===== src/rtl/bklt_pwm_pkg.sv =====
package bklt_pwm_pkg;
  // register offsets (bytes)
  localparam int unsigned OFS_ENABLE = 'h00;
  localparam int unsigned OFS_COMMIT = 'h08;
  localparam int unsigned OFS_CFG0   = 'h10;
  localparam int unsigned OFS_CFG1   = 'h14;
  localparam int unsigned OFS_DEBUG  = 'h20;

  // field placement inside the 32-bit words
  localparam int unsigned DIV_LSB = 16;
  localparam int unsigned PER_LSB = 0;
  localparam int unsigned HI_LSB  = 16;

  // debug field width and the code that defeats staging
  localparam int unsigned DBG_W      = 2;
  localparam logic [1:0]  DBG_BYPASS = 2'b11;
endpackage


===== src/rtl/bklt_pwm_regs.sv =====
module bklt_pwm_regs
  import bklt_pwm_pkg::*;
#(
  parameter int unsigned ADDR_W = 8,
  parameter int unsigned DIV_W  = 10,
  parameter int unsigned PER_W  = 12,
  parameter int unsigned HI_W   = 13
) (
  input  logic              clk,
  input  logic              rst_n,
  input  logic              bus_wr,
  input  logic              bus_rd,
  input  logic [ADDR_W-1:0] bus_addr,
  input  logic [31:0]       bus_wdata,
  output logic [31:0]       bus_rdata,
  output logic [DIV_W-1:0]  sh_div,
  output logic [PER_W-1:0]  sh_per,
  output logic [HI_W-1:0]   sh_hi,
  output logic              run_en,
  output logic              bypass,
  output logic              commit_req
);
  logic             commit_q;
  logic [DBG_W-1:0] dbg_q;
  logic             hit_en, hit_cm, hit_c0, hit_c1, hit_dbg;
  logic [31:0]      rd_val;

  assign hit_en  = (bus_addr == ADDR_W'(OFS_ENABLE));
  assign hit_cm  = (bus_addr == ADDR_W'(OFS_COMMIT));
  assign hit_c0  = (bus_addr == ADDR_W'(OFS_CFG0));
  assign hit_c1  = (bus_addr == ADDR_W'(OFS_CFG1));
  assign hit_dbg = (bus_addr == ADDR_W'(OFS_DEBUG));

  // request fires only on a 0->1 change of the stored commit bit
  assign commit_req = bus_wr && hit_cm && bus_wdata[0] && !commit_q;
  assign bypass     = (dbg_q == DBG_BYPASS);

  always_ff @(posedge clk or negedge rst_n) begin
    if (!rst_n) begin
      run_en   <= 1'b0;
      commit_q <= 1'b0;
      dbg_q    <= '0;
      sh_div   <= '0;
      sh_per   <= '0;
      sh_hi    <= '0;
    end else if (bus_wr) begin
      if (hit_en)  run_en   <= bus_wdata[0];
      if (hit_cm)  commit_q <= bus_wdata[0];
      if (hit_dbg) dbg_q    <= bus_wdata[DBG_W-1:0];
      if (hit_c0)  sh_div   <= bus_wdata[DIV_LSB +: DIV_W];
      if (hit_c1) begin
        sh_per <= bus_wdata[PER_LSB +: PER_W];
        sh_hi  <= bus_wdata[HI_LSB +: HI_W];
      end
    end
  end

  always_comb begin
    rd_val = '0;
    if (hit_en)  rd_val[0] = run_en;
    if (hit_cm)  rd_val[0] = commit_q;
    if (hit_dbg) rd_val[DBG_W-1:0] = dbg_q;
    if (hit_c0)  rd_val[DIV_LSB +: DIV_W] = sh_div;
    if (hit_c1) begin
      rd_val[PER_LSB +: PER_W] = sh_per;
      rd_val[HI_LSB +: HI_W]   = sh_hi;
    end
  end

  always_ff @(posedge clk or negedge rst_n) begin
    if (!rst_n)      bus_rdata <= '0;
    else if (bus_rd) bus_rdata <= rd_val;
    else             bus_rdata <= '0;
  end
endmodule


===== src/rtl/bklt_pwm_bank.sv =====
module bklt_pwm_bank #(
  parameter int unsigned DIV_W = 10,
  parameter int unsigned PER_W = 12,
  parameter int unsigned HI_W  = 13
) (
  input  logic             clk,
  input  logic             rst_n,
  input  logic [DIV_W-1:0] sh_div,
  input  logic [PER_W-1:0] sh_per,
  input  logic [HI_W-1:0]  sh_hi,
  input  logic             commit_req,
  input  logic             bypass,
  input  logic             run_en,
  input  logic             wrap,
  output logic [DIV_W-1:0] act_div,
  output logic [PER_W-1:0] act_per,
  output logic [HI_W-1:0]  act_hi
);
  logic pend_q, want, load;

  assign want = pend_q || commit_req;
  // a running waveform only accepts new timing where a period ends
  assign load = bypass || (want && (wrap || !run_en));

  always_ff @(posedge clk or negedge rst_n) begin
    if (!rst_n) begin
      pend_q  <= 1'b0;
      act_div <= '0;
      act_per <= '0;
      act_hi  <= '0;
    end else begin
      pend_q <= want && !load;
      if (load) begin
        act_div <= sh_div;
        act_per <= sh_per;
        act_hi  <= sh_hi;
      end
    end
  end
endmodule


===== src/rtl/bklt_pwm_core.sv =====
module bklt_pwm_core #(
  parameter int unsigned DIV_W = 10,
  parameter int unsigned PER_W = 12,
  parameter int unsigned HI_W  = 13
) (
  input  logic             clk,
  input  logic             rst_n,
  input  logic             run_en,
  input  logic [DIV_W-1:0] act_div,
  input  logic [PER_W-1:0] act_per,
  input  logic [HI_W-1:0]  act_hi,
  output logic             wrap,
  output logic             pwm_out
);
  localparam int unsigned CW = (HI_W > PER_W) ? HI_W : PER_W;

  logic [DIV_W-1:0] pre_q;
  logic [PER_W-1:0] cnt_q;
  logic             tick;
  logic [CW-1:0]    cnt_x, hi_x;

  // >= rather than == so a bypass write that shrinks a limit still wraps
  assign tick = (pre_q >= act_div);
  assign wrap = run_en && tick && (cnt_q >= act_per);

  always_ff @(posedge clk or negedge rst_n) begin
    if (!rst_n) begin
      pre_q <= '0;
      cnt_q <= '0;
    end else if (!run_en) begin
      pre_q <= '0;
      cnt_q <= '0;
    end else if (tick) begin
      pre_q <= '0;
      cnt_q <= wrap ? '0 : cnt_q + 1'b1;
    end else begin
      pre_q <= pre_q + 1'b1;
    end
  end

  generate
    if (HI_W >= PER_W) begin : g_hi_wide
      assign cnt_x = CW'(cnt_q);
      assign hi_x  = act_hi;
    end else begin : g_per_wide
      assign cnt_x = cnt_q;
      assign hi_x  = CW'(act_hi);
    end
  endgenerate

  assign pwm_out = run_en && (cnt_x < hi_x);
endmodule


===== src/rtl/bklt_pwm.sv =====
module bklt_pwm #(
  parameter int unsigned ADDR_W = 8,
  parameter int unsigned DIV_W  = 10,
  parameter int unsigned PER_W  = 12,
  parameter int unsigned HI_W   = 13
) (
  input  logic              clk,
  input  logic              rst_n,
  input  logic              bus_wr,
  input  logic              bus_rd,
  input  logic [ADDR_W-1:0] bus_addr,
  input  logic [31:0]       bus_wdata,
  output logic [31:0]       bus_rdata,
  output logic              pwm_out
);
  logic [DIV_W-1:0] sh_div, act_div;
  logic [PER_W-1:0] sh_per, act_per;
  logic [HI_W-1:0]  sh_hi, act_hi;
  logic             run_en, bypass, commit_req, wrap;

  bklt_pwm_regs #(.ADDR_W(ADDR_W), .DIV_W(DIV_W), .PER_W(PER_W), .HI_W(HI_W)) regs_i (
    .clk(clk), .rst_n(rst_n), .bus_wr(bus_wr), .bus_rd(bus_rd),
    .bus_addr(bus_addr), .bus_wdata(bus_wdata), .bus_rdata(bus_rdata),
    .sh_div(sh_div), .sh_per(sh_per), .sh_hi(sh_hi),
    .run_en(run_en), .bypass(bypass), .commit_req(commit_req)
  );

  bklt_pwm_bank #(.DIV_W(DIV_W), .PER_W(PER_W), .HI_W(HI_W)) bank_i (
    .clk(clk), .rst_n(rst_n), .sh_div(sh_div), .sh_per(sh_per), .sh_hi(sh_hi),
    .commit_req(commit_req), .bypass(bypass), .run_en(run_en), .wrap(wrap),
    .act_div(act_div), .act_per(act_per), .act_hi(act_hi)
  );

  bklt_pwm_core #(.DIV_W(DIV_W), .PER_W(PER_W), .HI_W(HI_W)) core_i (
    .clk(clk), .rst_n(rst_n), .run_en(run_en),
    .act_div(act_div), .act_per(act_per), .act_hi(act_hi),
    .wrap(wrap), .pwm_out(pwm_out)
  );
endmodule


===== config.mk =====
export PLATFORM = sky130hd
export DESIGN_NAME = bklt_pwm
export DESIGN_NICKNAME = d
export VERILOG_FILES = /design/src/rtl/bklt_pwm_pkg.sv /design/src/rtl/bklt_pwm_regs.sv /design/src/rtl/bklt_pwm_bank.sv /design/src/rtl/bklt_pwm_core.sv /design/src/rtl/bklt_pwm.sv
export SDC_FILE = /design/constraint.sdc
export NUM_CORES = 1
export LEC_CHECK = 0
export BUFFER_PORTS_ARGS = -buffer_cell sky130_fd_sc_hd__buf_2
export CAP_MARGIN = 20
export CORE_UTILIZATION = 63
export DETAILED_ROUTE_END_ITERATION = 10
export GPL_TIMING_DRIVEN = 0
export HOLD_SLACK_MARGIN = 0.1
export PLACE_DENSITY = 0.86
export SYNTH_ARGS = -nofsm -noshare
export SYNTH_HDL_FRONTEND = slang
export SYNTH_HIERARCHICAL = 1
export SYNTH_SLANG_ARGS = --single-unit

===== constraint.sdc =====
create_clock -name clk -period 5.3 [get_ports clk]
set_input_delay 1.59 -clock clk [delete_from_list [all_inputs] [get_ports clk]]
set_output_delay 1.59 -clock clk [all_outputs]
set_load 0.005 [all_outputs]

==> run_results.csv <==
group,metric,value,unit
timing,setup_viol,0,
timing,slew_violations,0,
die,core,9280,µm²
yosys,synth.area.top_cells,"dfrtp_1 50%, mux2_4 12%, ha_1 7.2%",
timing,fin_crit_sh,73.6,%
timing,setup-tns-final,0,ns
yosys,yosys_most_used_dff,"dfrtp_1",
die,die_area,10000,µm²
final_layout,syn_to_final_growth,18.4,%
clock_network,clkSlewWorstSetupHoldPaths,0.06,ns
global_routing,grt.overflow.total,0,
drt,finalWirelength,13900,µm
drt,drtIter0Drc,304,
yosys,synth_top_area_share,50.2,%
run_status,status,"complete, no violations",
drt,firstDrtPassIters,6,
global_routing,grt_pass1_wl,22200,µm
placement,place.gp.congestion,0.880,
clock_network,cts_max_level,4,
timing,fin_worst_skew,0.0121,ns
clock_network,holdBufCountCts,0,
flow_run,maxCapViolCount,0,
global_routing,use_met2,49.1,%
drt,vias,4202,
die,die_w,100,µm
setup_path,crit_type,"register to primary output",
setup_path,cp.required,3.71,ns
placement,io_buffers,62,
die,io_pins,77,
power,cellLeakagePower,0.00377,µW
final_layout,final_cell_mix,"122 x dfrtp_1, 64 x buf_2, 49 x mux2_4",
clock_network,cts.path.max_buffers,2,
clock_network,cts_resized,0,
die,dieHeight,100,µm
setup_path,cp-end-kind,"primary output",
yosys,synth-seq-cells,122,
global_routing,grt-busiest-layer,"met2",
yosys,syn_area,6080,µm²
clock_network,cts_tree,"done",
final_layout,final_common_cell,"dfrtp_1",
global_routing,grt_pass1_vias,4273,
yosys,synth_cell_types,58,
clock_network,cts_num_sinks,122,
timing,tightestPinTransition,0.536,ns
yosys,post_synth_inst_count,477,
global_routing,use_met1,37.4,%
global_routing,antenna_found_initial,0,
setup_path,crit_fanout,5,
yosys,synth_edf_count,0,
setup_path,r2r_slack,2.17,ns
power,power.density,325,nW/µm²
yosys,synth.avg_cell_area,12.7,µm²
clock_network,post-cts-setup-buffer-count,0,
timing,relSlewSlack,63.9,%
final_layout,layout.nets,644,
drt,ant_nets,0,
clock_network,cts_made_buffers,17,
drt,drc_errors,0,
yosys,synth_warnings,6,
hold_path,hold_path.class,"register to register",
global_routing,grt_use_met3,6.55,%
clock_network,clock_latency,0.52,ns
final_layout,drive_above_1_share,36.0,%
timing,holdWs,0.504,ns
drt,wl_per_cell,19.7,µm
die,rows,35,
placement,dpl.hpwl,9000,µm
power,power,2340,µW
setup_path,arrival,2.31,ns
clock_network,cts-root-buf,"clkbuf_8",
timing,post-route-min-period,3.90,ns
timing,rsz0062_at_grt,"false",
final_layout,utilization,77.5,%
timing,fmax,256,MHz
yosys,synth_top_cell_by_area,"dfrtp_1",
drt,vias_per_cell,5.94,
global_routing,grt_max_degree,83,
final_layout,diodes,0,
setup_path,worstSetupStartpointType,"register",
power,ir_drop,0.000196,V
global_routing,grt_usage,30.0,%
die,initial_utilization,65.5,%
yosys,seq_area_frac_synth,50.2,%
timing,hold_viol,0,
yosys,async_flop_share,100,%
## critical path, stage by stage, from the launching register on
cell      delay [ns]
dfrtp_1         0.46
ha_1            0.31
a21o_1          0.19
a21oi_1         0.27
o311ai_0        0.22
a21oi_1         0.21
buf_2           0.14
## cells by family after synthesis
family                     after synthesis  synth area share (%)
AOI/OAI and AO/OA                       66                  7.68
adders and majority gates               35                  7.20
buffers and inverters                   52                  4.71
other                                    1                0.0617
xor gates and xnor gates                 8                  1.15
muxes                                   75                  16.9
and+or+nand+nor                        118                  12.0
DFF                                    122                  50.2
## report_power, final
part / internal, µW / switching [µW] / leakage (µW)
Clock: 718 / 426 / 0.000278
Sequential: 963 / 26.9 / 0.00169
Combinational: 101 / 104 / 0.00180
Total: 1780 / 557 / 0.00377
## Yosys cell counts, drive strengths merged, types with 5 or more instances
library cell,count
nor2,21
o21ai,19
nor2b,10
dfrtp,122
a22o,15
nand2,18
ha,35
a21o,5
mux2,75
nand4,9
and3,9
xor2,5
nand2b,5
a21oi,15
buf,17
inv,34
and2,15
nor3,7
nand3,10
## state kept, by name, summed over array words and instances (netlist names)
name and count:
bank_i/act_div 10, bank_i/act_hi 13, bank_i/act_per 12, bank_i/pend_q 1, core_i/cnt_q 12, core_i/pre_q 10
regs_i/bus_rdata 25, regs_i/commit_q 1, regs_i/dbg_q 2, regs_i/run_en 1, regs_i/sh_div 10, regs_i/sh_hi 13
regs_i/sh_per 12
## cell type report
type	count	area (µm²)
buffer	18	159
clock buffer	18	418
clock inverter	14	170
fill	544	2090
inverter	34	128
multi-input combinational	309	2760
sequential	122	3050
tap	129	161
timing repair buffer	63	344
## path summary, 6_finish.rpt
path                                                from                              to  depth (start not counted)
max                          core_i/cnt_q[1]$_DFFE_PN0P_                         pwm_out                          6
min                        bank_i/act_div[9]$_DFFE_PN0P_   bank_i/act_div[9]$_DFFE_PN0P_                          1
max reg2reg                    core_i/pre_q[0]$_DFF_PN0_   bank_i/act_per[9]$_DFFE_PN0P_                         11
min reg2reg                bank_i/act_div[9]$_DFFE_PN0P_   bank_i/act_div[9]$_DFFE_PN0P_                          1
max in group asynchronous                          rst_n  regs_i/bus_rdata[22]$_DFF_PN0_                          2
min in group asynchronous                          rst_n    regs_i/sh_per[3]$_DFFE_PN0P_                          1
## per-stage QoR
step | instances | setup WS (ns) | instance area (µm²)
6_report | 707 | 1.40 | 7190
4_1_cts | 707 | 1.44 | 7190
3_3_place_gp | 674 | 1.22 | 6570
5_1_grt | 707 | 1.35 | 7190
2_1_floorplan | 483 | 2.21 | 6100
3_5_place_dp | 675 | 1.70 | 6610
## layer usage
layer  share of wire [%]  vias up
met5                   0        -
met4                 4.0        0
met3                 4.7       50
met2                  51      188
met1                  41     2115
li1                    -     1849
Power figures use the tool's default switching activity.
